`src/rtl/xpin_irq_pkg.sv`:
```
package xpin_irq_pkg;

    localparam int REG_W  = 8;
    localparam int MODE_W = 2 * REG_W;
    localparam int ADDR_W = 2;
    localparam int BE_W   = 2;
    localparam int DATA_W = 16;

    typedef enum logic [1:0] {
        SENSE_LEVEL = 2'b00,
        SENSE_RISE  = 2'b01,
        SENSE_FALL  = 2'b10,
        SENSE_BOTH  = 2'b11
    } sense_e;

    typedef enum logic {
        FLAG_IDLE = 1'b0,
        FLAG_HELD = 1'b1
    } flag_state_e;

    localparam logic [ADDR_W-1:0] WORD_MODE = 2'd0;
    localparam logic [ADDR_W-1:0] WORD_CTRL = 2'd1;
    localparam logic [ADDR_W-1:0] WORD_STAT = 2'd2;

    // Writable bits of a one-bit-per-pin register: 1..npins, bit 0 reserved.
    function automatic logic [REG_W-1:0] pin_mask(int npins);
        logic [REG_W-1:0] m;
        m = '0;
        for (int i = 1; i < REG_W; i++) begin
            if (i <= npins) m[i] = 1'b1;
        end
        return m;
    endfunction

    // Writable bits of the two-bit-per-pin mode field.
    function automatic logic [MODE_W-1:0] mode_mask(int npins);
        logic [MODE_W-1:0] m;
        m = '0;
        for (int i = 1; i < REG_W; i++) begin
            if (i <= npins) m[2*i +: 2] = 2'b11;
        end
        return m;
    endfunction

endpackage

```
`src/rtl/xpin_sync.sv`:
```
module xpin_sync #(
    parameter int   W       = 7,
    parameter logic RST_VAL = 1'b1
) (
    input  logic         clk_i,
    input  logic         rst_ni,
    input  logic [W-1:0] d_i,
    output logic [W-1:0] q_o
);

    logic [W-1:0] stage1_q;
    logic [W-1:0] stage2_q;

    always_ff @(posedge clk_i or negedge rst_ni) begin
        if (!rst_ni) begin
            stage1_q <= {W{RST_VAL}};
            stage2_q <= {W{RST_VAL}};
        end else begin
            stage1_q <= d_i;
            stage2_q <= stage1_q;
        end
    end

    assign q_o = stage2_q;

endmodule

```
`src/rtl/xpin_regfile.sv`:
```
module xpin_regfile
    import xpin_irq_pkg::*;
#(
    parameter int NPINS = 7
) (
    input  logic              clk_i,
    input  logic              rst_ni,
    input  logic              sel_i,
    input  logic              wr_i,
    input  logic [ADDR_W-1:0] addr_i,
    input  logic [BE_W-1:0]   be_i,
    input  logic [DATA_W-1:0] wdata_i,
    input  logic [REG_W-1:0]  flags_i,
    input  logic [REG_W-1:0]  levels_i,
    output logic [MODE_W-1:0] mode_o,
    output logic [REG_W-1:0]  en_o,
    output logic [REG_W-1:0]  dir_o,
    output logic [REG_W-1:0]  clr_o,
    output logic [DATA_W-1:0] rdata_o
);

    localparam logic [REG_W-1:0]  PMASK = pin_mask(NPINS);
    localparam logic [MODE_W-1:0] MMASK = mode_mask(NPINS);

    logic wr_hit;
    logic rd_hit;

    assign wr_hit = sel_i & wr_i;
    assign rd_hit = sel_i & ~wr_i;

    always_ff @(posedge clk_i or negedge rst_ni) begin
        if (!rst_ni) begin
            mode_o <= '0;
            en_o   <= '0;
            dir_o  <= '0;
        end else if (wr_hit) begin
            if (addr_i == WORD_MODE) begin
                if (be_i[0]) mode_o[7:0]  <= wdata_i[7:0]  & MMASK[7:0];
                if (be_i[1]) mode_o[15:8] <= wdata_i[15:8] & MMASK[15:8];
            end
            if (addr_i == WORD_CTRL) begin
                if (be_i[0]) en_o  <= wdata_i[7:0]  & PMASK;
                if (be_i[1]) dir_o <= wdata_i[15:8] & PMASK;
            end
        end
    end

    always_comb begin
        clr_o = '0;
        if (wr_hit && (addr_i == WORD_STAT) && be_i[0]) begin
            clr_o = wdata_i[7:0] & PMASK;
        end
    end

    always_comb begin
        rdata_o = '0;
        if (rd_hit) begin
            unique case (addr_i)
                WORD_MODE: rdata_o = mode_o;
                WORD_CTRL: rdata_o = {dir_o, en_o};
                WORD_STAT: rdata_o = {levels_i & PMASK, flags_i & PMASK};
                default:   rdata_o = '0;
            endcase
        end
    end

endmodule

```
`src/rtl/xpin_pin_cell.sv`:
```
module xpin_pin_cell
    import xpin_irq_pkg::*;
(
    input  logic       clk_i,
    input  logic       rst_ni,
    input  logic       sync_i,
    input  logic [1:0] mode_i,
    input  logic       en_i,
    input  logic       dir_i,
    input  logic       clr_i,
    output logic       flag_o,
    output logic       irq_o
);

    sense_e      mode;
    flag_state_e state_q;
    flag_state_e state_d;
    logic        prev_q;
    logic        rise;
    logic        fall;
    logic        edge_hit;

    assign mode = sense_e'(mode_i);
    assign rise = sync_i & ~prev_q;
    assign fall = ~sync_i & prev_q;

    always_ff @(posedge clk_i or negedge rst_ni) begin
        if (!rst_ni) prev_q <= 1'b1;
        else         prev_q <= sync_i;
    end

    always_comb begin
        unique case (mode)
            SENSE_LEVEL: edge_hit = 1'b0;
            SENSE_RISE:  edge_hit = rise;
            SENSE_FALL:  edge_hit = fall;
            SENSE_BOTH:  edge_hit = rise | fall;
            default:     edge_hit = 1'b0;
        endcase
        if (dir_i) edge_hit = 1'b0;
    end

    // Flag state register
    always_ff @(posedge clk_i or negedge rst_ni) begin
        if (!rst_ni) state_q <= FLAG_IDLE;
        else         state_q <= state_d;
    end

    // Next state: EDGE_SET, ACK_CLEAR, SET_WINS
    always_comb begin
        state_d = state_q;
        unique case (state_q)
            FLAG_IDLE: if (edge_hit) state_d = FLAG_HELD;
            FLAG_HELD: if (clr_i && !edge_hit) state_d = FLAG_IDLE;
            default:   state_d = FLAG_IDLE;
        endcase
    end

    // Outputs
    always_comb begin
        flag_o = (state_q == FLAG_HELD);
        if (mode == SENSE_LEVEL) irq_o = en_i & ~dir_i & ~sync_i;
        else                     irq_o = en_i & flag_o;
    end

endmodule

```
`src/rtl/xpin_irq_unit.sv`:
```
module xpin_irq_unit
    import xpin_irq_pkg::*;
#(
    parameter int NPINS = 7
) (
    input  logic              clk_i,
    input  logic              rst_ni,
    input  logic [NPINS:1]    pins_i,
    input  logic              bus_sel_i,
    input  logic              bus_wr_i,
    input  logic [ADDR_W-1:0] bus_addr_i,
    input  logic [BE_W-1:0]   bus_be_i,
    input  logic [DATA_W-1:0] bus_wdata_i,
    output logic [DATA_W-1:0] bus_rdata_o,
    output logic [NPINS:1]    pin_dir_o,
    output logic [NPINS:1]    irq_o
);

    logic [NPINS:1]    pin_sync;
    logic [NPINS:1]    cell_flag;
    logic [REG_W-1:0]  level_vec;
    logic [REG_W-1:0]  flag_q;
    logic [MODE_W-1:0] mode_q;
    logic [REG_W-1:0]  en_q;
    logic [REG_W-1:0]  dir_q;
    logic [REG_W-1:0]  clr_vec;

    xpin_sync #(.W(NPINS), .RST_VAL(1'b1)) u_sync (
        .clk_i  (clk_i),
        .rst_ni (rst_ni),
        .d_i    (pins_i),
        .q_o    (pin_sync)
    );

    always_comb begin
        level_vec           = '0;
        level_vec[NPINS:1]  = pin_sync;
        flag_q              = '0;
        flag_q[NPINS:1]     = cell_flag;
    end

    xpin_regfile #(.NPINS(NPINS)) u_regs (
        .clk_i    (clk_i),
        .rst_ni   (rst_ni),
        .sel_i    (bus_sel_i),
        .wr_i     (bus_wr_i),
        .addr_i   (bus_addr_i),
        .be_i     (bus_be_i),
        .wdata_i  (bus_wdata_i),
        .flags_i  (flag_q),
        .levels_i (level_vec),
        .mode_o   (mode_q),
        .en_o     (en_q),
        .dir_o    (dir_q),
        .clr_o    (clr_vec),
        .rdata_o  (bus_rdata_o)
    );

    for (genvar n = 1; n <= NPINS; n++) begin : g_pin
        xpin_pin_cell u_cell (
            .clk_i  (clk_i),
            .rst_ni (rst_ni),
            .sync_i (pin_sync[n]),
            .mode_i (mode_q[2*n +: 2]),
            .en_i   (en_q[n]),
            .dir_i  (dir_q[n]),
            .clr_i  (clr_vec[n]),
            .flag_o (cell_flag[n]),
            .irq_o  (irq_o[n])
        );
    end

    assign pin_dir_o = dir_q[NPINS:1];

endmodule

```
`config.mk`:
```
export PLATFORM = sky130hd
export DESIGN_NAME = xpin_irq_unit
export DESIGN_NICKNAME = d
export VERILOG_FILES = /design/src/rtl/xpin_irq_pkg.sv /design/src/rtl/xpin_sync.sv /design/src/rtl/xpin_regfile.sv /design/src/rtl/xpin_pin_cell.sv /design/src/rtl/xpin_irq_unit.sv
export SDC_FILE = /design/constraint.sdc
export NUM_CORES = 1
export LEC_CHECK = 0
export BUFFER_PORTS_ARGS = -buffer_cell sky130_fd_sc_hd__buf_2
export CORE_UTILIZATION = 50
export DETAILED_ROUTE_END_ITERATION = 6
export PLACE_DENSITY = 0.77
export REMOVE_ABC_BUFFERS = 1
export SKIP_LAST_GASP = 1
export SLEW_MARGIN = 20
export SYNTH_ARGS = -nofsm -noshare
export SYNTH_HDL_FRONTEND = slang
export SYNTH_SLANG_ARGS = --single-unit
```
`constraint.sdc`:
```
create_clock -name clk_i -period 1.5 [get_ports clk_i]
set_clock_uncertainty 0.2 [all_clocks]
set_input_delay 0.225 -clock clk_i [delete_from_list [all_inputs] [get_ports clk_i]]
set_output_delay 0.225 -clock clk_i [all_outputs]
set_load 0.05 [all_outputs]
```
==> results of run 1 <==
[report_power, final]
group	switching, mW	internal (mW)
combinational	1.17	1.13
clock	0.459	0.329
sequential	0.168	1.76
total	1.79	3.22
[cells in the final DEF (no fill, tap or decap), types with 10 or more instances in the layout]
| cell | synthesis | final |
|---|---|---|
| sky130_fd_sc_hd__inv_1 | 14 | 14 |
| sky130_fd_sc_hd__o21ai_0 | 14 | 14 |
| sky130_fd_sc_hd__nor2_1 | 14 | 13 |
| sky130_fd_sc_hd__buf_4 | 15 | 58 |
| sky130_fd_sc_hd__dlygate4sd3_1 | 0 | 23 |
| sky130_fd_sc_hd__a2bb2oi_1 | 13 | 11 |
| sky130_fd_sc_hd__buf_2 | 5 | 29 |
| sky130_fd_sc_hd__buf_6 | 1 | 41 |
| sky130_fd_sc_hd__nand2_1 | 10 | 10 |
| sky130_fd_sc_hd__dfrtp_1 | 35 | 35 |
| sky130_fd_sc_hd__mux2_2 | 22 | 22 |
| sky130_fd_sc_hd__dfstp_2 | 21 | 21 |
| sky130_fd_sc_hd__mux2i_1 | 13 | 10 |
[routing by layer]
metal  up-vias  track usage  part of all wire
met5         -            0                 0
met4         0       0.0818             0.027
met3        28       0.0446             0.053
met2       113        0.474              0.50
met1      1317        0.349              0.42
li1       1191            -                 -
[area by class of cell]
class | count | share of cell area
clock inverter | 1 | 0.00109
clock buffer | 7 | 0.0165
inverter | 14 | 0.0114
multi-input combinational | 168 | 0.343
sequential | 56 | 0.310
timing repair buffer | 157 | 0.299
tap | 72 | 0.0195
[worst max path at each step]
stage | startpoint | cells after the start | end
2_1_floorplan | u_regs.dir_o[1] | 2 | irq_o[1]
3_3_place_gp | u_regs.mode_o[11] | 3 | irq_o[5]
3_5_place_dp | u_regs.mode_o[11] | 3 | irq_o[5]
4_1_cts | u_regs.mode_o[11] | 3 | irq_o[5]
5_1_grt | u_sync.q_o[5] | 3 | irq_o[6]
6_report | u_regs.dir_o[2] | 3 | irq_o[2]
[through the flow]
| stage | instance area, um^2 | setup TNS, ns | util |
|---|---|---|---|
| final | 4610 | -9.60 | 0.817 |
| after global routing | 4610 | -11.02 | 0.817 |
| after CTS | 4400 | -9.02 | 0.779 |
| after detailed placement | 3650 | -7.72 | 0.647 |
| after global placement | 3650 | -7.19 | 0.647 |
| after floorplan | 2850 | -15.76 | - |
[logic make-up (layout without fill, tap and decap cells)]
group	count (synthesis)	count (layout)
buffers and inverters	38	179
AND/OR/NAND/NOR	63	63
multiplexers	41	41
adder cells (fa/ha/maj)	14	14
AO/OA/AOI/OAI	49	49
other	1	1
flip-flops	56	56
[state kept, by name, summed over array words and instances, names as in the netlist]
register,cells
u_regs.mode_o,14
u_regs.dir_o,7
g_pin.u_cell.flag_o,7
u_sync.q_o,7
g_pin.u_cell.prev_q,7
u_sync.stage1_q,7
u_regs.en_o,7
[repair_timing]
item,4_1_cts,5_1_grt
setup endpoints to repair,29,36
endpoints found under the hold margin,91,0
gates resized for setup,82,48
hold buffers,23,0
pin swaps,31,28
setup buffers,17,18
gates cloned,0,0
==> summary.md, run 1 <==
| Metric | Value |
|---|---|
| Non-filler cells, final | 475 |
| Launch instance of the worst register-to-register path | u_sync.q_o[1] |
| Req. time, crit path | 1.07 ns |
| Fraction of the mapped netlist area in compound gates | 0.116 |
| Number of top-level pins | 61 |
| Max stage delay on crit path | 0.55 ns |
| Largest area contributor in the synthesized netlist | sky130_fd_sc_hd__dfrtp_1 |
| Placer congestion estimate | 0.912 |
| Flip-flop cell with the highest count after synthesis | sky130_fd_sc_hd__dfrtp_1 |
| Worst hold start | u_sync.stage1_q[2] |
| Leftover overflow at the end of global routing | 0 |
| Number of flops mapped to enable cells by yosys | 0 |
| Vias after detailed routing | 2649 |
| Main combinational cell family by area after synthesis | multiplexers |
| H-Tree Depth | 2 |
| Remaining number of nets flagged by the antenna check after routing | 0 |
| Setup Slack @ Placement | -0.318 ns |
| Hold path depth | 0 |
| Crit path capture type | output pin |
| Area occupied by multi-input gates | 0.00158 mm^2 |
| Cell types with the largest area share after synthesis | sky130_fd_sc_hd__dfrtp_1, sky130_fd_sc_hd__dfstp_2, sky130_fd_sc_hd__mux2_2 |
| Number of nets in the layout | 447 |
| Cells after DPL | 419 |
| Syn_area_per_cell | 11.5 um^2 |
| Layout fillers | 284 |
| Diode insertion count for antenna repair | 0 |
| Post-synthesis mux area share | 0.155 |
| CP Buf/Inv Count | 1 |
| Clock tree from TritonCTS | done |
| Violated checks | setup timing |
| Wire length per cell after detailed routing | 18.7 um |
| Half-perimeter wire length after detailed placement | 5.02 mm |
| Share of flip-flops with an asynchronous set or reset after synthesis | 1.00 |
| Post-synthesis instance area | 0.00301 mm^2 |
| Rows | 27 |
| Simple-Gate Fraction of Synth Area | 0.124 |
| Top cells by count, synth | sky130_fd_sc_hd__dfrtp_1, sky130_fd_sc_hd__mux2_2, sky130_fd_sc_hd__dfstp_2 |
| Cells along the critical path | or4_4, a21boi_2, buf_6 |
| Top-count cell post-synth | sky130_fd_sc_hd__dfrtp_1 |
| DRT Wirelength | 8.86 mm |
| Worst-case hold slack | 0.160 ns |
| FF+latch count, synth | 56 |
| Max FO, Critical Path | 2 |
| Worst hold path class | flip-flop to flip-flop |
| Endpoint of the worst hold path | u_sync.q_o[2] |
| Worst supply voltage drop on vdd | 0.000780 V |
| Antenna violations before repair | 0 |
| Total Power | 5.01 mW |
| TritonCTS sink count | 56 |
| Clock latency on the worst-skew pair | 0.30 ns |
| Kind of cell adding the most delay to the critical path | simple AND/OR/NAND/NOR gates |
| Area occupied by registers | 0.00143 mm^2 |
| Maximum clock path buffer count | 2 |
| Post-synthesis sequential area ratio | 0.474 |
| Register-to-register setup slack | -0.28 ns |
| Upper clock frequency limit | 495 MHz |
| Arrival @ worst endpoint | 1.60 ns |
| I/O Buffers | 58 |
| Clock transition at path regs | 0.09 ns |
| Remaining design rule violation count | 0 |
| Root Buffer | sky130_fd_sc_hd__clkbuf_8 |
| Final period demand of the worst path | 2.02 ns |
| Synthesized-area fraction occupied by adder cells | 0.0582 |
| Number of maximum-capacitance constraint violations | 0 |
| Kind of launch point of the worst setup path | flip-flop |
| Fraction of final layout cells with drive strength greater than 1 | 0.563 |
| Worst setup slack after layout | -0.522 ns |
| Worst-case reg-to-reg path depth | 9 |
| Via count of the first global-routing pass | 2580 |
| Run status | finished, violations left |
| Setup Viol. Count Final | 29 |
| Core box area | 0.00564 mm^2 |
| CP max stage cell | sky130_fd_sc_hd__or4_4 |
| Type of the worst setup path | flip-flop to output pin |
| Area Growth Syn to Fin | 53.2% |
| Share of the clock period used by the worst path after layout | 1.35 |
| Via count normalized by instance count | 5.58 |
| Initial DRC count | 192 |
| Detailed Routing Iterations Pass 1 | 4 |
| Starting utilization of the core area | 0.534 |
| Wire length of the first global-routing pass | 13.0 mm |
| Yosys Warn Count | 0 |
| Number of instances in the synthesized netlist | 262 |
| Hold violation total from the final report | 0 |
| Area of the die | 0.00634 mm^2 |
| Top cell type's share of synthesized area | 0.291 |
| Worst flop-to-flop path endpoint | g_pin[2].u_cell.flag_o |
| Maximum number of pins on one net before global-route repair | 57 |
| Leakage | 2.13 nW |
| Cell Pwr Density | 1090 mW/mm^2 |
| Setup repair after global routing missed its margin | true |
| Die Span X | 79.6 um |
| Combined global-route utilization of all metal layers | 0.273 |
| Netlist cell types | 31 |
| Final count of pins violating max slew | 0 |
| Die boundary height | 79.6 um |
| TritonCTS buffer count | 5 |
| Synth Area in XOR/XNOR | 0 |
No activity file was read; power rests on OpenSTA's default activity.
==> run 2, diff against run 1 <==
--- a/config.mk
+++ b/config.mk
@@ -6,9 +6,10 @@
 export NUM_CORES = 1
 export LEC_CHECK = 0
 export BUFFER_PORTS_ARGS = -buffer_cell sky130_fd_sc_hd__buf_2
-export CORE_UTILIZATION = 50
+export CORE_MARGIN = 10
+export CORE_UTILIZATION = 59
 export DETAILED_ROUTE_END_ITERATION = 6
-export PLACE_DENSITY = 0.77
+export PLACE_DENSITY = 0.85
 export REMOVE_ABC_BUFFERS = 1
 export SKIP_LAST_GASP = 1
 export SLEW_MARGIN = 20
==> constraint.sdc (replaced) <==
create_clock -name clk_i -period 2.4 [get_ports clk_i]
set_clock_uncertainty 0.2 [all_clocks]
set_input_delay 0.36 -clock clk_i [delete_from_list [all_inputs] [get_ports clk_i]]
set_output_delay 0.36 -clock clk_i [all_outputs]
set_load 0.05 [all_outputs]
==> run 2 against run 1 <==
Compared with the run above: the flow now finishes without violations; wire length is 22% lower; global-route usage decreased by 11 points; sequential power fell by 35%; final cell count down 18%; register-to-register slack gained 1.0 ns; die area rose by 32%; critical endpoint is now irq_o[4]; highest routed layer unchanged.
==> summary.md, run 2 (synthesis results as in run 1) <==
| Metric | Value |
|---|---|
| Combined global-route utilization of all metal layers | 0.167 (-0.106) |
| Via count of the first global-routing pass | 2286 (-11%) |
| Detailed Routing Iterations Pass 1 | 4 (unchanged) |
| Type of the worst setup path | flip-flop to output pin |
| Initial DRC count | 177 (-7.8%) |
| Cell Pwr Density | 773 mW/mm^2 (-29%) |
| Final period demand of the worst path | 2.36 ns |
| Core box area | 0.00485 mm^2 (-14%) |
| Clock transition at path regs | 0.08 ns (about the same) |
| Wire length per cell after detailed routing | 17.8 um (-4.5%) |
| Area Growth Syn to Fin | 16.7% |
| Number of maximum-capacitance constraint violations | 0 (unchanged) |
| Die Span X | 91.4 um (+15%) |
| Max FFs per register | 14 (unchanged) |
| Rows | 25 (-7.4%) |
| Arrival @ worst endpoint | 1.80 ns (+0.20 ns) |
| Met3 global-route usage | 0.0412 (-0.00342) |
| Setup Viol. Count Final | 0 (-100%) |
| Req. time, crit path | 1.84 ns (+0.77 ns) |
| Remaining number of nets flagged by the antenna check after routing | 0 (unchanged) |
| Fraction of final layout cells with drive strength greater than 1 | 0.396 (-0.168) |
| Worst setup slack after layout | 0.0446 ns (+0.567 ns) |
| Max FO, Critical Path | 5 (+3) |
| Diode insertion count for antenna repair | 0 (unchanged) |
| Most common cell after layout, fill and taps aside | sky130_fd_sc_hd__buf_2 |
| Clock tree from TritonCTS | done |
| Clock latency on the worst-skew pair | 0.32 ns (+0.02 ns) |
| Remaining design rule violation count | 0 (unchanged) |
| Transition time at the pin with the least slew margin | 0.603 ns |
| Setup Slack @ Placement | 0.191 ns (+0.509 ns) |
| Leakage | 1.64 nW (-23%) |
| Wire length of the first global-routing pass | 11.5 mm (-11%) |
| Leftover overflow at the end of global routing | 0 (unchanged) |
| Launch point of the worst path | u_regs.dir_o[4] |
| I/O Buffers | 58 (unchanged) |
| Launch instance of the worst register-to-register path | g_pin[2].u_cell.prev_q |
| Area of the die | 0.00836 mm^2 (+32%) |
| Maximum clock path buffer count | 2 (unchanged) |
| Starting utilization of the core area | 0.621 (+0.0873) |
| Setup fix buffers added after clock tree synthesis | 0 (-17) |
| H-Tree Depth | 2 (unchanged) |
| Met1 Track Usage GR | 0.207 (-0.142) |
| Upper clock frequency limit | 425 MHz |
| Max-Slew Margin vs Limit | 0.597 |
| Worst-case hold slack | 0.0864 ns (-0.0737 ns) |
| Half-perimeter wire length after detailed placement | 5.03 mm (about the same) |
| Placer congestion estimate | 0.820 (-10%) |
| Summed negative setup slack over all endpoints | 0 ns (+9.60 ns) |
| Kind of launch point of the worst setup path | flip-flop |
| Antenna violations before repair | 0 (unchanged) |
| Run status | complete, no violations |
| Worst supply voltage drop on vdd | 0.000447 V (-43%) |
| Final count of pins violating max slew | 0 (unchanged) |
| Biggest register | u_regs.mode_o |
| Met2 Track Usage GR | 0.284 (-0.191) |
| Commonest cells after routing, fill and taps aside | sky130_fd_sc_hd__buf_2, sky130_fd_sc_hd__dfrtp_1, sky130_fd_sc_hd__mux2_2, sky130_fd_sc_hd__dfstp_2, sky130_fd_sc_hd__nand2b_1 |
| Hold violation total from the final report | 0 (unchanged) |
| Number of top-level pins | 61 (unchanged) |
| Vias after detailed routing | 2202 (-17%) |
| Number of nets in the layout | 365 (-18%) |
| Top Usage Layer GRT | met2 |
| Worst hold start | bus_wdata_i[8] |
| Via count normalized by instance count | 5.68 (+1.8%) |
| TritonCTS buffer count | 5 (unchanged) |
| Cells after DPL | 372 (-11%) |
| Maximum number of pins on one net before global-route repair | 34 (-40%) |
| Share of the clock period used by the worst path after layout | 0.981 |
| Die boundary height | 91.4 um (+15%) |
| DRT Wirelength | 6.92 mm (-22%) |
| Root Buffer | sky130_fd_sc_hd__clkbuf_8 |
| TritonCTS sink count | 56 (unchanged) |
| Crit path capture type | output pin |
| Worst hold path class | input pin to flip-flop |
| Non-filler cells, final | 388 (-18%) |
## run 2: changes by cell type in the layout (fill, tap and decap cells not counted), sizes merged
cell | before | now
buf | 134 | 65
dlygate4sd3 | 23 | 8
clkbuf | 7 | 9
bufinv | 0 | 1
clkinv | 1 | 0
## run 2: timing repair
action | 4_1_cts | 5_1_grt
hold buffers | 8 | 0
gates resized for setup | 2 | 3
endpoints found under the hold margin | 18 | 0
pin swaps | 0 | 0
setup endpoints to repair | 1 | 3
## run 2: layer usage
metal | part of all wire | vias to the layer above
li1 | - | 1028
met1 | 0.44 | 1103
met3 | 0.049 | 6
met5 | 0 | -
met2 | 0.50 | 65
met4 | 0.011 | 0
## run 2: layout make-up
type,instances,area [um^2]
Inverter,14,52.6
Tap cell,67,83.8
Clock buffer,7,76.3
Fill cell,355,1330
Multi-Input combinational cell,168,1370
Clock inverter,1,30.0
Timing Repair Buffer,75,470
Sequential cell,56,1430
## run 2: power breakdown
part | internal (mW) | switching [mW]
registers | 1.10 | 0.163
clock network | 0.313 | 0.295
logic | 0.347 | 0.502
total | 1.76 | 0.960
## run 2: final timing paths
| path | to | slack (ns) | cells after the start |
|---|---|---|---|
| worst min-delay path | u_regs.mode_o[8] | 0.09 | 2 |
| worst min register to register | u_sync.q_o[1] | 0.16 | 0 |
| max in group asynchronous | u_sync.q_o[1] | 1.04 | 3 |
| min in group asynchronous | u_regs.mode_o[15] | 0.35 | 2 |
| worst max register to register | g_pin[2].u_cell.flag_o | 0.74 | 5 |
| worst max-delay path | irq_o[4] | 0.04 | 3 |
## run 2: critical path, cell delays in order (launching register included)
cell and delay, ns:
sky130_fd_sc_hd__dfrtp_1 0.44, sky130_fd_sc_hd__or4_1 0.54, sky130_fd_sc_hd__a21boi_0 0.24, sky130_fd_sc_hd__clkbuf_4 0.28
## run 2: stage by stage
stage                     cell area [um^2]   util  total power, mW
after floorplan                       2850      -             1.82
after global placement                3320  0.684             2.06
after detailed placement              3320  0.684             2.10
after CTS                             3510  0.723             2.73
after global routing                  3510  0.725             2.86
final                                 3510  0.725             2.72
==> run 3, diff against run 2 <==
--- a/config.mk
+++ b/config.mk
@@ -5,11 +5,12 @@
 export SDC_FILE = /design/constraint.sdc
 export NUM_CORES = 1
 export LEC_CHECK = 0
+export ABC_CLOCK_PERIOD_IN_PS = 2400
 export BUFFER_PORTS_ARGS = -buffer_cell sky130_fd_sc_hd__buf_2
 export CORE_MARGIN = 10
-export CORE_UTILIZATION = 59
+export CORE_UTILIZATION = 50
 export DETAILED_ROUTE_END_ITERATION = 6
-export PLACE_DENSITY = 0.85
+export PLACE_DENSITY = 0.74
 export REMOVE_ABC_BUFFERS = 1
 export SKIP_LAST_GASP = 1
 export SLEW_MARGIN = 20
==> run 3 against run 2 <==
Compared with the run above: final area is 0.85% higher; core utilization shrank 12 points; sequential share of layout area down 0.34 points; highest routed layer unchanged.
==> summary.md, run 3 (synthesis results as in run 1) <==
| Metric | Value |
|---|---|
| Worst hold path class | input pin to flip-flop |
| Crit path capture type | output pin |
| Root Buffer | sky130_fd_sc_hd__clkbuf_8 |
| Launch instance of the worst register-to-register path | g_pin[4].u_cell.prev_q |
| Worst Setup EP | irq_o[1] |
| Maximum clock path buffer count | 2 (unchanged) |
| Share of the clock period used by the worst path after layout | 0.968 (-0.0138) |
| Remaining number of nets flagged by the antenna check after routing | 0 (unchanged) |
| Worst flop-to-flop path endpoint | g_pin[4].u_cell.flag_o |
| DRT Wirelength | 6.85 mm (-0.90%) |
| Final count of pins violating max slew | 0 (unchanged) |
| I/O Buffers | 58 (unchanged) |
| Number of nets in the layout | 371 (+1.6%) |
| Setup Viol. Count Final | 0 (unchanged) |
| Core box area | 0.00589 mm^2 (+21%) |
| Launch point of the worst path | u_regs.mode_o[3] |
| Leftover overflow at the end of global routing | 0 (unchanged) |
| Clk pwr share | 0.223 (about the same) |
| Placer congestion estimate | 0.831 (+1.3%) |
| Die Span X | 97.6 um (+6.7%) |
| Number of top-level pins | 61 (unchanged) |
| Wire length of the first global-routing pass | 11.4 mm (-1.7%) |
| Leakage | 1.67 nW (+1.4%) |
| Setup repair after global routing missed its margin | false |
| Diode insertion count for antenna repair | 0 (unchanged) |
| Cell Pwr Density | 761 mW/mm^2 (-1.6%) |
| Type of the worst setup path | flip-flop to output pin |
| Via count of the first global-routing pass | 2325 (+1.7%) |
| Logic pwr share | 0.308 (-0.004) |
| Antenna violations before repair | 0 (unchanged) |
| Req. time, crit path | 1.84 ns (about the same) |
| Switching power summed over all nets | 945 uW (-1.6%) |
| Half-perimeter wire length after detailed placement | 5.25 mm (+4.5%) |
| Area of the die | 0.00952 mm^2 (+14%) |
| Max FO, Critical Path | 6 (+1) |
| Net switching share of the total power | 0.350 (-0.00287) |
| Combined global-route utilization of all metal layers | 0.144 (-0.0236) |
| Initial DRC count | 84 (-53%) |
| Area Growth Syn to Fin | 17.7% |
| Detailed Routing Iterations Pass 1 | 4 (unchanged) |
| Worst-case hold slack | 0.0847 ns (-0.00169 ns) |
| Layout Cell Area excl Fill | 0.00354 mm^2 (+0.85%) |
| Register-to-register setup slack | 0.77 ns (+0.03 ns) |
| Upper clock frequency limit | 431 MHz (+1.4%) |
| Fraction of final layout cells with drive strength greater than 1 | 0.407 (+0.0111) |
| Maximum number of pins on one net before global-route repair | 22 (-35%) |
| Remaining design rule violation count | 0 (unchanged) |
| Worst supply voltage drop on vdd | 0.000473 V (+5.7%) |
| Kind of launch point of the worst setup path | flip-flop |
| TritonCTS sink count | 56 (unchanged) |
| Wire length per cell after detailed routing | 17.0 um (-4.3%) |
| Number of maximum-capacitance constraint violations | 0 (unchanged) |
| Clock tree from TritonCTS | done |
| Clock transition at path regs | 0.09 ns (about the same) |
| Hold violation total from the final report | 0 (unchanged) |
| Run status | complete, no violations |
| Layout fillers | 508 (+43%) |
| Commonest cells after routing, fill and taps aside | sky130_fd_sc_hd__buf_2, sky130_fd_sc_hd__dfrtp_1, sky130_fd_sc_hd__mux2_2, sky130_fd_sc_hd__dfstp_2, sky130_fd_sc_hd__buf_4 |
| Starting utilization of the core area | 0.511 (-0.109) |
| Final period demand of the worst path | 2.32 ns (-0.0330 ns) |
| P_int | 1.75 mW (-0.36%) |
| Arrival @ worst endpoint | 1.76 ns (-0.04 ns) |
| Clock latency on the worst-skew pair | 0.30 ns (-0.02 ns) |
| Most common cell after layout, fill and taps aside | sky130_fd_sc_hd__buf_2 |
| H-Tree Depth | 2 (unchanged) |
| Vias after detailed routing | 2140 (-2.8%) |
| Seq pwr share | 0.469 (+0.005) |
| Max FFs per register | 14 (unchanged) |
| Worst-case reg-to-reg path depth | 5 (unchanged) |
| Rows | 28 (+12%) |
| TritonCTS buffer count | 5 (unchanged) |
| Placement-stage cell area | 0.00335 mm^2 (+0.91%) |
| Via count normalized by instance count | 5.32 (-6.2%) |
| Die boundary height | 97.6 um (+6.7%) |
| Biggest register | u_regs.mode_o |
==> run 3: area by class of cell <==
cell class	count	area [um^2]	share of cell area
Clock buffer	6	72.6	0.0205
Timing Repair Buffer	81	493	0.139
Multi-Input combinational cell	168	1370	0.387
Sequential cell	56	1430	0.403
Inverter	14	52.6	0.0148
Tap cell	75	93.8	0.0265
Clock inverter	2	35.0	0.00988
==> run 3: worst min path at each step <==
stage / start / end / cells past startpoint
CTS: bus_wdata_i[8] / u_regs.mode_o[8] / 2
floorplan: rst_ni / g_pin[1].u_cell.flag_o / 0
finish: bus_wdata_i[8] / u_regs.mode_o[8] / 2
global route: bus_wdata_i[8] / u_regs.mode_o[8] / 2
detailed placement: rst_ni / u_regs.mode_o[8] / 1
global placement: u_sync.stage1_q[6] / u_sync.q_o[6] / 0
==> run 3: metrics by stage <==
step	TNS (ns)	total power [mW]	setup slack [ns]	cells	util
2_1_floorplan	-3.31	1.82	-0.448	238	-
3_3_place_gp	0	2.07	0.275	386	0.569
5_1_grt	0	2.84	0.000460	402	0.602
4_1_cts	0	2.72	0.00663	402	0.601
3_5_place_dp	0	2.10	0.264	386	0.569
6_report	0	2.70	0.0776	402	0.602
==> run 3: metal layers <==
| metal | wire length, um | global-route usage | vias up |
|---|---|---|---|
| met1 | 2990 | 0.170 | 1067 |
| met4 | 75 | 0.0447 | 0 |
| met5 | 0 | 0 | - |
| met3 | 284 | 0.0356 | 6 |
| li1 | - | - | 1037 |
| met2 | 3500 | 0.248 | 30 |
==> run 3: worst max-delay path, stage by stage (launching register included) <==
cell	delay [ns]
sky130_fd_sc_hd__dfrtp_1	0.45
sky130_fd_sc_hd__or4_1	0.53
sky130_fd_sc_hd__a21boi_0	0.21
sky130_fd_sc_hd__clkbuf_4	0.27
==> run 3: timing repair <==
item                       CTS  global route
pin swaps                    0             0
setup endpoints to repair    1             4
hold buffers                 8             0
hold endpoints to repair    19             0
setup buffers                0             0
resized for setup            1             4
==> run 3: power by group through the flow <==
stage | Clock [mW] | Combinational, mW | Sequential [mW]
3_3_place_gp | 0 | 0.797 | 1.27
4_1_cts | 0.621 | 0.831 | 1.26
3_5_place_dp | 0 | 0.816 | 1.28
2_1_floorplan | 0 | 0.492 | 1.33
6_report | 0.603 | 0.830 | 1.26
5_1_grt | 0.660 | 0.894 | 1.29
